`config.mk`:
```
export PLATFORM = sky130hd
export DESIGN_NAME = rc_exu
export DESIGN_NICKNAME = d
export VERILOG_FILES = /design/src/rtl/rc_exu_pkg.sv /design/src/rtl/rc_exu_res3.sv /design/src/rtl/rc_exu_dp.sv /design/src/rtl/rc_exu_pred.sv /design/src/rtl/rc_exu.sv
export SDC_FILE = /design/constraint.sdc
export NUM_CORES = 1
export LEC_CHECK = 0
export BUFFER_PORTS_ARGS = -buffer_cell sky130_fd_sc_hd__buf_2
export CAP_MARGIN = 40
export CORE_ASPECT_RATIO = 1.5
export CORE_UTILIZATION = 43
export DETAILED_ROUTE_END_ITERATION = 8
export PLACE_DENSITY_LB_ADDON = 0.1
export SLEW_MARGIN = 0
export SYNTH_ARGS = -nofsm -noshare
export SYNTH_HDL_FRONTEND = slang
export SYNTH_HIERARCHICAL = 1
export SYNTH_SLANG_ARGS = --single-unit
```
`constraint.sdc`:
```
create_clock -name clk_i -period 8.49 [get_ports clk_i]
set_input_delay 0.849 -clock clk_i [delete_from_list [all_inputs] [get_ports clk_i]]
set_output_delay 0.849 -clock clk_i [all_outputs]
set_load 0.02 [all_outputs]
```
`src/rtl/rc_exu_pkg.sv`:
```
package rc_exu_pkg;

  typedef enum logic [2:0] {
    CLS_PASS_A = 3'b000,
    CLS_PASS_B = 3'b001,
    CLS_ONE    = 3'b010,
    CLS_ZERO   = 3'b011,
    CLS_ADD    = 3'b100,
    CLS_SHIFT  = 3'b101,
    CLS_MAC    = 3'b110,
    CLS_RSVD   = 3'b111
  } cls_e;

  // residues are canonical 0..2
  function automatic logic [1:0] r3_norm(input logic [1:0] d);
    return (d == 2'd3) ? 2'd0 : d;
  endfunction

  function automatic logic [1:0] r3_add(input logic [1:0] x, input logic [1:0] y);
    logic [2:0] s;
    logic [1:0] f;
    s = {1'b0, x} + {1'b0, y};
    f = s[1:0] + {1'b0, s[2]};  // end-around carry
    return r3_norm(f);
  endfunction

  function automatic logic [1:0] r3_neg(input logic [1:0] x);
    return (x == 2'd0) ? 2'd0 : 2'd3 - x;
  endfunction

  function automatic logic [1:0] r3_sub(input logic [1:0] x, input logic [1:0] y);
    return r3_add(x, r3_neg(y));
  endfunction

  function automatic logic [1:0] r3_mul(input logic [1:0] x, input logic [1:0] y);
    if (x == 2'd0 || y == 2'd0) return 2'd0;
    return (x == y) ? 2'd1 : 2'd2;
  endfunction

endpackage

```
`src/rtl/rc_exu_res3.sv`:
```
module rc_exu_res3
  import rc_exu_pkg::*;
#(
  parameter int unsigned W = 16
) (
  input  logic [W-1:0] v_i,
  output logic [1:0]   r_o
);
  localparam int unsigned ND = (W + 1) / 2;

  logic [2*ND-1:0] vx;
  assign vx = (2*ND)'(v_i);

  // 4 == 1 mod 3: fold base-4 digits
  always_comb begin
    logic [1:0] r;
    r = 2'd0;
    for (int i = 0; i < ND; i++) r = r3_add(r, r3_norm(vx[2*i +: 2]));
    r_o = r;
  end
endmodule

```
`src/rtl/rc_exu_dp.sv`:
```
module rc_exu_dp
  import rc_exu_pkg::*;
#(
  parameter int unsigned W = 16
) (
  input  cls_e         cls_i,
  input  logic [1:0]   sub_i,
  input  logic [W-1:0] a_i,
  input  logic [W-1:0] b_i,
  input  logic         cin_i,
  input  logic [W-1:0] acc_i,
  output logic [W-1:0] res_o,
  output logic         carry_o,
  output logic [W-1:0] spill_o,
  output logic [W-1:0] hi_o
);
  localparam int unsigned SW = $clog2(W);

  logic [SW-1:0]  k;
  logic [W-1:0]   bx, add_s, shl, shr, rol, ror, spl_l, spl_r, lo, mac_s;
  logic           ci, add_c, mac_c;
  logic [2*W-1:0] prod;

  assign k = b_i[SW-1:0];

  always_comb begin
    bx = sub_i[1] ? ~b_i : b_i;
    ci = sub_i[0] ? cin_i : sub_i[1];
    {add_c, add_s} = {1'b0, a_i} + {1'b0, bx} + (W+1)'(ci);

    shl   = a_i << k;
    shr   = a_i >> k;
    rol   = (a_i << k) | (a_i >> (W - k));
    ror   = (a_i >> k) | (a_i << (W - k));
    spl_l = a_i >> (W - k);
    spl_r = a_i & ~({W{1'b1}} << k);

    // low half identical for signed/unsigned
    prod  = {{W{1'b0}}, a_i} * {{W{1'b0}}, b_i};
    lo    = prod[W-1:0];
    {mac_c, mac_s} = {1'b0, lo} + {1'b0, acc_i};
  end

  always_comb begin
    res_o   = '0;
    carry_o = 1'b0;
    unique case (cls_i)
      CLS_PASS_A: res_o = a_i;
      CLS_PASS_B: res_o = b_i;
      CLS_ONE:    res_o = W'(1);
      CLS_ADD: begin
        res_o   = add_s;
        carry_o = add_c;
      end
      CLS_SHIFT: begin
        unique case (sub_i)
          2'b00:   res_o = shl;
          2'b01:   res_o = shr;
          2'b10:   res_o = rol;
          default: res_o = ror;
        endcase
      end
      CLS_MAC: begin
        res_o   = sub_i[1] ? mac_s : lo;
        carry_o = sub_i[1] & mac_c;
      end
      default: res_o = '0;
    endcase
  end

  assign spill_o = sub_i[0] ? spl_r : spl_l;
  assign hi_o    = prod[2*W-1:W];
endmodule

```
`src/rtl/rc_exu_pred.sv`:
```
module rc_exu_pred
  import rc_exu_pkg::*;
(
  input  cls_e       cls_i,
  input  logic [1:0] sub_i,
  input  logic       k_odd_i,
  input  logic       cin_i,
  input  logic       carry_i,
  input  logic [1:0] ra_i,
  input  logic [1:0] rb_i,
  input  logic [1:0] racc_i,
  input  logic [1:0] rspill_i,
  input  logic [1:0] rhi_i,
  output logic [1:0] pred_o
);
  logic [1:0] p2, rbx, rci, rco, rprod;

  always_comb begin
    p2    = k_odd_i ? 2'd2 : 2'd1;              // 2^k mod 3
    rbx   = sub_i[1] ? r3_neg(rb_i) : rb_i;     // ~b == -b (2^W-1 == 0 mod 3)
    rci   = {1'b0, sub_i[0] ? cin_i : sub_i[1]};
    rco   = {1'b0, carry_i};                    // dropped 2^W weighs 1
    rprod = r3_sub(r3_mul(ra_i, rb_i), rhi_i);
    pred_o = 2'd0;
    unique case (cls_i)
      CLS_PASS_A: pred_o = ra_i;
      CLS_PASS_B: pred_o = rb_i;
      CLS_ONE:    pred_o = 2'd1;
      CLS_ADD:    pred_o = r3_sub(r3_add(r3_add(ra_i, rbx), rci), rco);
      CLS_SHIFT: begin
        unique case (sub_i)
          2'b00:   pred_o = r3_sub(r3_mul(ra_i, p2), rspill_i);
          2'b01:   pred_o = r3_mul(r3_sub(ra_i, rspill_i), p2);
          default: pred_o = r3_mul(ra_i, p2);
        endcase
      end
      CLS_MAC:    pred_o = sub_i[1] ? r3_sub(r3_add(rprod, racc_i), rco) : rprod;
      default:    pred_o = 2'd0;
    endcase
  end
endmodule

```
`src/rtl/rc_exu.sv`:
```
module rc_exu
  import rc_exu_pkg::*;
#(
  parameter int unsigned W = 16
) (
  input  logic         clk_i,
  input  logic         rst_ni,
  input  logic         valid_i,
  input  logic [2:0]   cls_i,
  input  logic [1:0]   sub_i,
  input  logic [W-1:0] a_i,
  input  logic [W-1:0] b_i,
  input  logic         cin_i,
  input  logic [W-1:0] acc_i,
  input  logic [W-1:0] flip_i,
  output logic         valid_o,
  output logic [W-1:0] result_o,
  output logic         err_o
);
  localparam int unsigned NR = 5;

  cls_e         cls;
  logic [W-1:0] dp_res, dp_spill, dp_hi;
  logic         dp_carry;
  logic [W-1:0] rg_in  [NR];
  logic [1:0]   rg_out [NR];
  logic [1:0]   pred, rres;

  logic         v1, v2, err_q;
  logic [W-1:0] res_q;
  logic [1:0]   pred_q, pred2_q, rres_q;

  assign cls = cls_e'(cls_i);

  rc_exu_dp #(.W(W)) u_dp (
    .cls_i(cls), .sub_i(sub_i), .a_i(a_i), .b_i(b_i), .cin_i(cin_i), .acc_i(acc_i),
    .res_o(dp_res), .carry_o(dp_carry), .spill_o(dp_spill), .hi_o(dp_hi)
  );

  assign rg_in[0] = a_i;
  assign rg_in[1] = b_i;
  assign rg_in[2] = acc_i;
  assign rg_in[3] = dp_spill;
  assign rg_in[4] = dp_hi;

  for (genvar g = 0; g < NR; g++) begin : g_opres
    rc_exu_res3 #(.W(W)) u_res (.v_i(rg_in[g]), .r_o(rg_out[g]));
  end

  rc_exu_pred u_pred (
    .cls_i(cls), .sub_i(sub_i), .k_odd_i(b_i[0]), .cin_i(cin_i), .carry_i(dp_carry),
    .ra_i(rg_out[0]), .rb_i(rg_out[1]), .racc_i(rg_out[2]),
    .rspill_i(rg_out[3]), .rhi_i(rg_out[4]), .pred_o(pred)
  );

  // residue of the registered (possibly corrupted) result
  rc_exu_res3 #(.W(W)) u_res_out (.v_i(res_q), .r_o(rres));

  always_ff @(posedge clk_i or negedge rst_ni) begin
    if (!rst_ni) begin
      v1      <= 1'b0;
      v2      <= 1'b0;
      res_q   <= '0;
      pred_q  <= '0;
      pred2_q <= '0;
      rres_q  <= '0;
      err_q   <= 1'b0;
    end else begin
      v1 <= valid_i;
      if (valid_i) begin
        res_q  <= dp_res ^ flip_i;
        pred_q <= pred;
      end
      v2      <= v1;
      pred2_q <= pred_q;
      rres_q  <= rres;
      err_q   <= v2 & (|(rres_q ^ pred2_q));
    end
  end

  assign valid_o  = v1;
  assign result_o = res_q;
  assign err_o    = err_q;

  initial begin
    if (W % 2 != 0) $error("rc_exu: W must be even for mod-3 wrap identities");
  end
endmodule

```
==> impl_metrics.sql, run 1 <==
INSERT INTO impl_metrics (metric_group, metric, value, unit) VALUES
('outcome', 'status', 'complete, but fails checks', ''),
('outcome', 'violations', 'setup timing', ''),
('finish', 'post-route-util', '52.3', '%'),
('run', 'cap_viol_max_count', '0', ''),
('die', 'floorplan.initialDensity', '43.6', '%'),
('sta', 'final.setup.tns', '-14850', 'ps'),
('clock_tree', 'tritoncts', 'built', ''),
('finish', 'final_layout_size_suffix_gt1_share', '24.1', '%'),
('drt', 'antenna_left', '0', ''),
('worst_setup_path', 'crit_start', 'b_i[2]', ''),
('clock_tree', 'hold_buffers', '0', ''),
('die', 'die_w', '174', 'um'),
('worst_setup_path', 'worstSetupEndpointType', 'flop', ''),
('global_route', 'wire_length_of_the_first_global_routing_pass', '104000', 'um'),
('die', 'die_h', '261', 'um'),
('worst_hold_path', 'hp-start', 'valid_o', ''),
('clock_tree', 'cts_made_buffers', '3', ''),
('sta', 'finalCritPeriodShare', '188', '%'),
('global_route', 'globalRouteOverflowTotal', '0', ''),
('worst_setup_path', 'critPathRequiredTime', '8640', 'ps'),
('finish', 'area_of_the_multi_input_gates', '0.0174', 'sq mm'),
('yosys', 'mappedNetlistNets', '2840', ''),
('die', 'num_io_pins', '91', ''),
('worst_setup_path', 'top_fanout_value_on_the_critical_path', '4', ''),
('placed_design', 'dp.final_hpwl', '55300', 'um'),
('sta', 'drv_slew', '0', ''),
('drt', 'detail_route.first_pass.iterations', '6', ''),
('worst_setup_path', 'most_frequent_cell_on_critical_path', 'sky130_fd_sc_hd__ha_2', ''),
('sta', 'number_of_setup_violations_in_the_final_report', '2', ''),
('placed_design', 'weighted_congestion_at_the_end_of_routability_driven_global_placement', '0.960', ''),
('sta', 'setup_slack', '-7440', 'ps'),
('worst_hold_path', 'hold_path.class', 'flop to flop', ''),
('drt', 'via_total_after_detailed_routing', '17300', ''),
('die', 'placeableCoreArea', '0.0440', 'sq mm'),
('worst_setup_path', 'startpoint_type', 'input port', ''),
('finish', 'layout.cells.most_common', 'sky130_fd_sc_hd__buf_4', ''),
('clock_tree', 'clkLatencyLatePin', '270', 'ps'),
('drt', 'wl', '65100', 'um'),
('finish', 'instances_no_fill', '3148', ''),
('clock_tree', 'cts.reportedPaths.clkPinSlew', '60', 'ps'),
('yosys', 'synth_enable_flop_cells', '0', ''),
('drt', 'drt-initial-drc-count', '898', ''),
('clock_tree', 'clock_tree.htree_level_count', '1', ''),
('yosys', 'ys_ff_latch', '25', ''),
('yosys', 'postSynth.topFlopCell', 'sky130_fd_sc_hd__dfrtp_1', ''),
('placed_design', 'placedCellCount', '3139', ''),
('clock_tree', 'ctsLongestPathBuffers', '2', ''),
('die', 'placement_rows', '94', ''),
('sta', 'grt_setup_unrepaired', 'true', ''),
('sta', 'clock-skew-final', '2.97', 'ps'),
('worst_setup_path', 'max_stage_delay', '540', 'ps'),
('sta', 'fmax', '62.8', 'MHz'),
('worst_setup_path', 'critPathBufInv', '8', ''),
('drt', 'routed_wire_length_per_instance', '20.7', 'um'),
('global_route', 'grt_antenna_before_repair', '0', ''),
('yosys', 'fraction_of_registers_with_async_set_or_reset_after_synthesis', '100', '%'),
('drt', 'vias_per_cell', '5.49', ''),
('worst_setup_path', 'reg2reg_slack', '260', 'ps'),
('sta', 'slew_headroom', '50.2', '%'),
('global_route', 'vias_in_the_first_global_route', '18700', ''),
('worst_setup_path', 'worstReg2RegStart', 'result_o[2]', ''),
('die', 'die_area', '0.0455', 'sq mm'),
('finish', 'num-nets-final', '3132', ''),
('yosys', 'syn_inst', '2281', ''),
('worst_setup_path', 'master_of_the_slowest_instance_on_the_critical_path', 'sky130_fd_sc_hd__fa_2', ''),
('sta', 'worst_hold_check_slack', '379', 'ps'),
('yosys', 'netlist-cell-type-count', '86', ''),
('yosys', 'synth_seq_area_share', '3.26', '%'),
('yosys', 'synth_area_per_cell', '8.41', 'sq um'),
('global_route', 'grt_use_total', '29.4', '%'),
('clock_tree', 'clockRootBuffer', 'sky130_fd_sc_hd__clkbuf_16', '');
[cell type report]
cell class	count	area share, %
multi-input cells	1854	75.7
repair buffers	422	13.7
flip-flops and latches	25	2.72
inverters	267	4.35
clock inverters	1	0.0217
well taps	576	3.13
clock buffers	3	0.326
[cells by family (layout without fill, tap and decap cells)]
family,Yosys count,after routing,share of synthesized area (%)
and+or+nand+nor,762,762,19.9
DFF,25,25,3.26
xor gates and xnor gates,129,129,5.89
muxes,111,111,8.24
buffers and inverters,402,693,8.51
adders and majority gates,486,486,41.2
AOI/OAI and AO/OA,366,366,13.0
[per-stage QoR]
stage / worst slack (ps) / cell area (sq um)
after floorplan: -7340 / 19600
after global placement: -7870 / 22400
after detailed placement: -7990 / 22500
after CTS: -7390 / 22900
after global routing: -8040 / 23000
final: -7440 / 23000
[cells in the mapped netlist (all sizes together), types with 9 or more instances]
cell type / instances / share of area [%]
a21oi: 108 / 3.1
nand2: 201 / 3.9
o21a: 17 / 0.67
dfrtp: 25 / 3.3
nand3: 27 / 0.70
o31ai: 11 / 0.46
o211ai: 12 / 0.47
xnor2: 95 / 4.3
and2: 162 / 5.3
o22ai: 19 / 0.62
a211oi: 16 / 0.65
o21ai: 64 / 1.7
a21o: 13 / 0.52
nor3: 23 / 0.63
nand4: 9 / 0.29
mux4: 35 / 4.1
clkbuf: 96 / 1.9
nor2b: 109 / 3.6
inv: 264 / 5.2
nor3b: 9 / 0.35
mux2: 16 / 0.98
o32ai: 10 / 0.46
nor2: 188 / 3.9
ha: 242 / 16
mux2i: 60 / 3.1
buf: 39 / 1.4
xor2: 34 / 1.6
o221ai: 11 / 0.53
fa: 244 / 25
[per-layer routing]
layer	wire (um)	GRT usage, %
met2	34100	55.6
met1	25000	33.4
met3	2280	1.69
met5	0	0
met4	3760	14.4
[state kept, by name (all words and copies together) (netlist names)]
register and cells:
rres_q 2, valid_o 1, pred_q 2, err_o 1, pred2_q 2, v2 1
result_o 16
[worst reg2reg max path, delay by kind of cell (launching register included)]
| family | cells | cell delay (ps) |
|---|---|---|
| adder cells (fa/ha/maj) | 19 | 5430 |
| AND/OR/NAND/NOR | 8 | 1320 |
| XOR/XNOR | 7 | 1000 |
| flip-flops | 1 | 370 |
[timing repair]
action | CTS | global route
resized for setup | 64 | 33
pin swaps | 29 | 13
gates cloned | 1 | 0
setup endpoints to repair | 4 | 4
setup buffers | 4 | 0
[final timing paths]
path,endpoint,cells past startpoint
worst max-delay path,pred_q[0],76
worst min-delay path,v2,0
worst max register to register,rres_q[0],34
worst min register to register,v2,0
max in group asynchronous,result_o[6],1
min in group asynchronous,result_o[12],1
Power of run 1 is left out: the tool's default activity adds up to more than one toggle a clock period on the data nets, which glitch-free logic cannot reach.
==> run 2, diff against run 1 <==
BUFFER_PORTS_ARGS = -buffer_cell sky130_fd_sc_hd__buf_4   (was -buffer_cell sky130_fd_sc_hd__buf_2)
CORE_ASPECT_RATIO = 1.4   (was 1.5)
clock period = 20.3 ns   (was 8.49 ns; I/O delays follow)
==> run 2 against run 1 <==
Effect of this change:
- the flow now finishes without violations
- sequential share of layout area grew 0.38 points
- cell area shrank 12%
- core utilization decreased by 6.5 points
- final cell count is 10% lower
==> impl_metrics.sql, run 2 (synthesis results as in run 1) <==
INSERT INTO impl_metrics (metric_group, metric, value, unit) VALUES
('clock_tree', 'post_cts_setup_buffer_count', '0', ''),
('worst_setup_path', 'critPathRequiredTime', '20460', 'ps'),
('drt', 'antenna_left', '0', ''),
('clock_tree', 'clkLatencyLatePin', '270', 'ps'),
('drt', 'routed_wire_length_per_instance', '21.7', 'um'),
('worst_setup_path', 'criticalPathCategory', 'input port to flop', ''),
('global_route', 'grt_use_total', '27.5', '%'),
('finish', 'area.sequential', '626', 'sq um'),
('worst_setup_path', 'worst_r2r_endpoint', 'rres_q[0]', ''),
('finish', 'antenna_cells_inserted', '0', ''),
('finish', 'area_of_the_multi_input_gates', '0.0169', 'sq mm'),
('clock_tree', 'cts.reportedPaths.clkPinSlew', '60', 'ps'),
('sta', 'fmax', '52.6', 'MHz'),
('worst_setup_path', 'startpoint_type', 'input port', ''),
('global_route', 'globalRouteOverflowTotal', '0', ''),
('global_route', 'grt_start_max_net_pins', '69', ''),
('sta', 'slew_headroom', '35.9', '%'),
('finish', 'fill_cells', '4428', ''),
('placed_design', 'weighted_congestion_at_the_end_of_routability_driven_global_placement', '0.909', ''),
('clock_tree', 'hold_buffers', '0', ''),
('sta', 'worst-slew-pin-transition', '958', 'ps'),
('finish', 'num-nets-final', '2827', ''),
('sta', 'number_of_setup_violations_in_the_final_report', '0', ''),
('worst_hold_path', 'min_delay_worst_endpoint', 'v2', ''),
('die', 'num_io_pins', '91', ''),
('finish', 'final_layout_size_suffix_gt1_share', '9.62', '%'),
('placed_design', 'buffers_added_on_ports', '90', ''),
('global_route', 'wire_length_of_the_first_global_routing_pass', '97100', 'um'),
('drt', 'detail_route.first_pass.iterations', '5', ''),
('sta', 'timing_hold_violations_final', '0', ''),
('worst_setup_path', 'worst-endpoint-arrival', '19150', 'ps'),
('sta', 'worst_hold_check_slack', '389', 'ps'),
('sta', 'clock-skew-final', '2.37', 'ps'),
('worst_setup_path', 'worst-r2r-cell-count', '36', ''),
('sta', 'final.setup.tns', '0', 'ps'),
('outcome', 'status', 'finished clean', ''),
('drt', 'drt-initial-drc-count', '847', ''),
('die', 'die_area', '0.0455', 'sq mm'),
('sta', 'setup_slack', '1300', 'ps'),
('worst_setup_path', 'max_stage_delay', '610', 'ps'),
('die', 'die_w', '181', 'um'),
('clock_tree', 'cts_made_buffers', '3', ''),
('finish', 'syn_to_final_growth', '5.32', '%'),
('sta', 'drv_slew', '0', ''),
('sta', 'finalCritPeriodShare', '93.6', '%'),
('worst_setup_path', 'most_frequent_cell_on_critical_path', 'sky130_fd_sc_hd__ha_1', ''),
('finish', 'layout.cells.most_common', 'sky130_fd_sc_hd__inv_1', ''),
('clock_tree', 'tritoncts', 'built', ''),
('placed_design', 'dp.final_hpwl', '48700', 'um'),
('worst_hold_path', 'hold_path.class', 'flop to flop', ''),
('worst_setup_path', 'critPathBufInv', '6', ''),
('worst_setup_path', 'worstSetupEndpointType', 'flop', ''),
('worst_setup_path', 'reg2reg_slack', '11730', 'ps'),
('global_route', 'vias_in_the_first_global_route', '17100', ''),
('drt', 'drc', '0', ''),
('die', 'placement_rows', '91', ''),
('clock_tree', 'clock_tree.htree_level_count', '1', ''),
('die', 'placeableCoreArea', '0.0441', 'sq mm'),
('global_route', 'grt_antenna_before_repair', '0', ''),
('worst_setup_path', 'master_of_the_slowest_instance_on_the_critical_path', 'sky130_fd_sc_hd__fa_1', ''),
('worst_setup_path', 'worstReg2RegStart', 'result_o[2]', ''),
('clock_tree', 'cts_num_sinks', '25', ''),
('drt', 'vias_per_cell', '5.76', ''),
('placed_design', 'placement.setup.worst_slack', '967', 'ps'),
('worst_hold_path', 'hp-start', 'valid_o', ''),
('worst_setup_path', 'critPathTopFamily', 'adder cells', ''),
('finish', 'flip_flop_count_of_the_largest_register_after_layout', '16', ''),
('clock_tree', 'cells_resized_by_post_cts_repair', '0', ''),
('drt', 'wl', '61300', 'um'),
('clock_tree', 'ctsLongestPathBuffers', '2', ''),
('sta', 'grt_setup_unrepaired', 'false', ''),
('worst_hold_path', 'whs_path_depth', '0', ''),
('sta', 'timing.final.crit_period', '19000', 'ps'),
('finish', 'most-common-layout-cells', 'sky130_fd_sc_hd__inv_1, sky130_fd_sc_hd__fa_1, sky130_fd_sc_hd__ha_1, sky130_fd_sc_hd__nand2_1, sky130_fd_sc_hd__nor2_1', ''),
('worst_setup_path', 'top_fanout_value_on_the_critical_path', '37', ''),
('drt', 'via_total_after_detailed_routing', '16300', ''),
('run', 'cap_viol_max_count', '0', ''),
('clock_tree', 'clockRootBuffer', 'sky130_fd_sc_hd__clkbuf_16', ''),
('die', 'die_h', '252', 'um'),
('die', 'floorplan.initialDensity', '43.5', '%');
[run 2: cell types whose count changed in the layout (fill, tap and decap cells not counted), moves of 11 or more]
cell and change:
sky130_fd_sc_hd__ha_4 -17, sky130_fd_sc_hd__buf_6 -11, sky130_fd_sc_hd__buf_4 -214, sky130_fd_sc_hd__ha_1 +37, sky130_fd_sc_hd__fa_1 +18, sky130_fd_sc_hd__fa_2 -18
sky130_fd_sc_hd__ha_2 -20, sky130_fd_sc_hd__buf_2 -68
[run 2: worst max path at each step]
| stage | from | endpoint | slack (ps) | depth (start not counted) |
|---|---|---|---|---|
| final | b_i[3] | pred_q[0] | 1300 | 75 |
| after CTS | b_i[3] | pred_q[0] | 1210 | 75 |
| after global routing | b_i[3] | pred_q[0] | 150 | 75 |
| after global placement | b_i[3] | pred_q[0] | 1170 | 75 |
| after detailed placement | b_i[3] | pred_q[0] | 970 | 75 |
| after floorplan | b_i[2] | pred_q[1] | 1270 | 79 |
[run 2: area by class of cell]
| cell class | count | area share [%] |
|---|---|---|
| timing repair buffer | 117 | 4.32 |
| sequential | 25 | 3.10 |
| multi-input combinational | 1854 | 83.8 |
| clock buffer | 4 | 0.390 |
| tap | 558 | 3.46 |
| inverter | 267 | 4.96 |
[run 2: per-stage QoR]
stage / utilization (%) / instance area, sq um / instances
2_1_floorplan: - / 19200 / 2281
3_3_place_gp: 45.6 / 20100 / 2818
3_5_place_dp: 45.7 / 20100 / 2820
4_1_cts: 45.8 / 20200 / 2824
5_1_grt: 45.9 / 20200 / 2825
6_report: 45.9 / 20200 / 2825
[run 2: layer usage]
layer	GRT usage (%)	up-vias	share of wire, %
met5	0	-	0
met4	14.9	0	5.8
met3	1.75	146	3.9
met2	50.6	487	51
met1	31.9	8085	39
li1	-	7556	-
Power of run 2 is left out for the same reason.
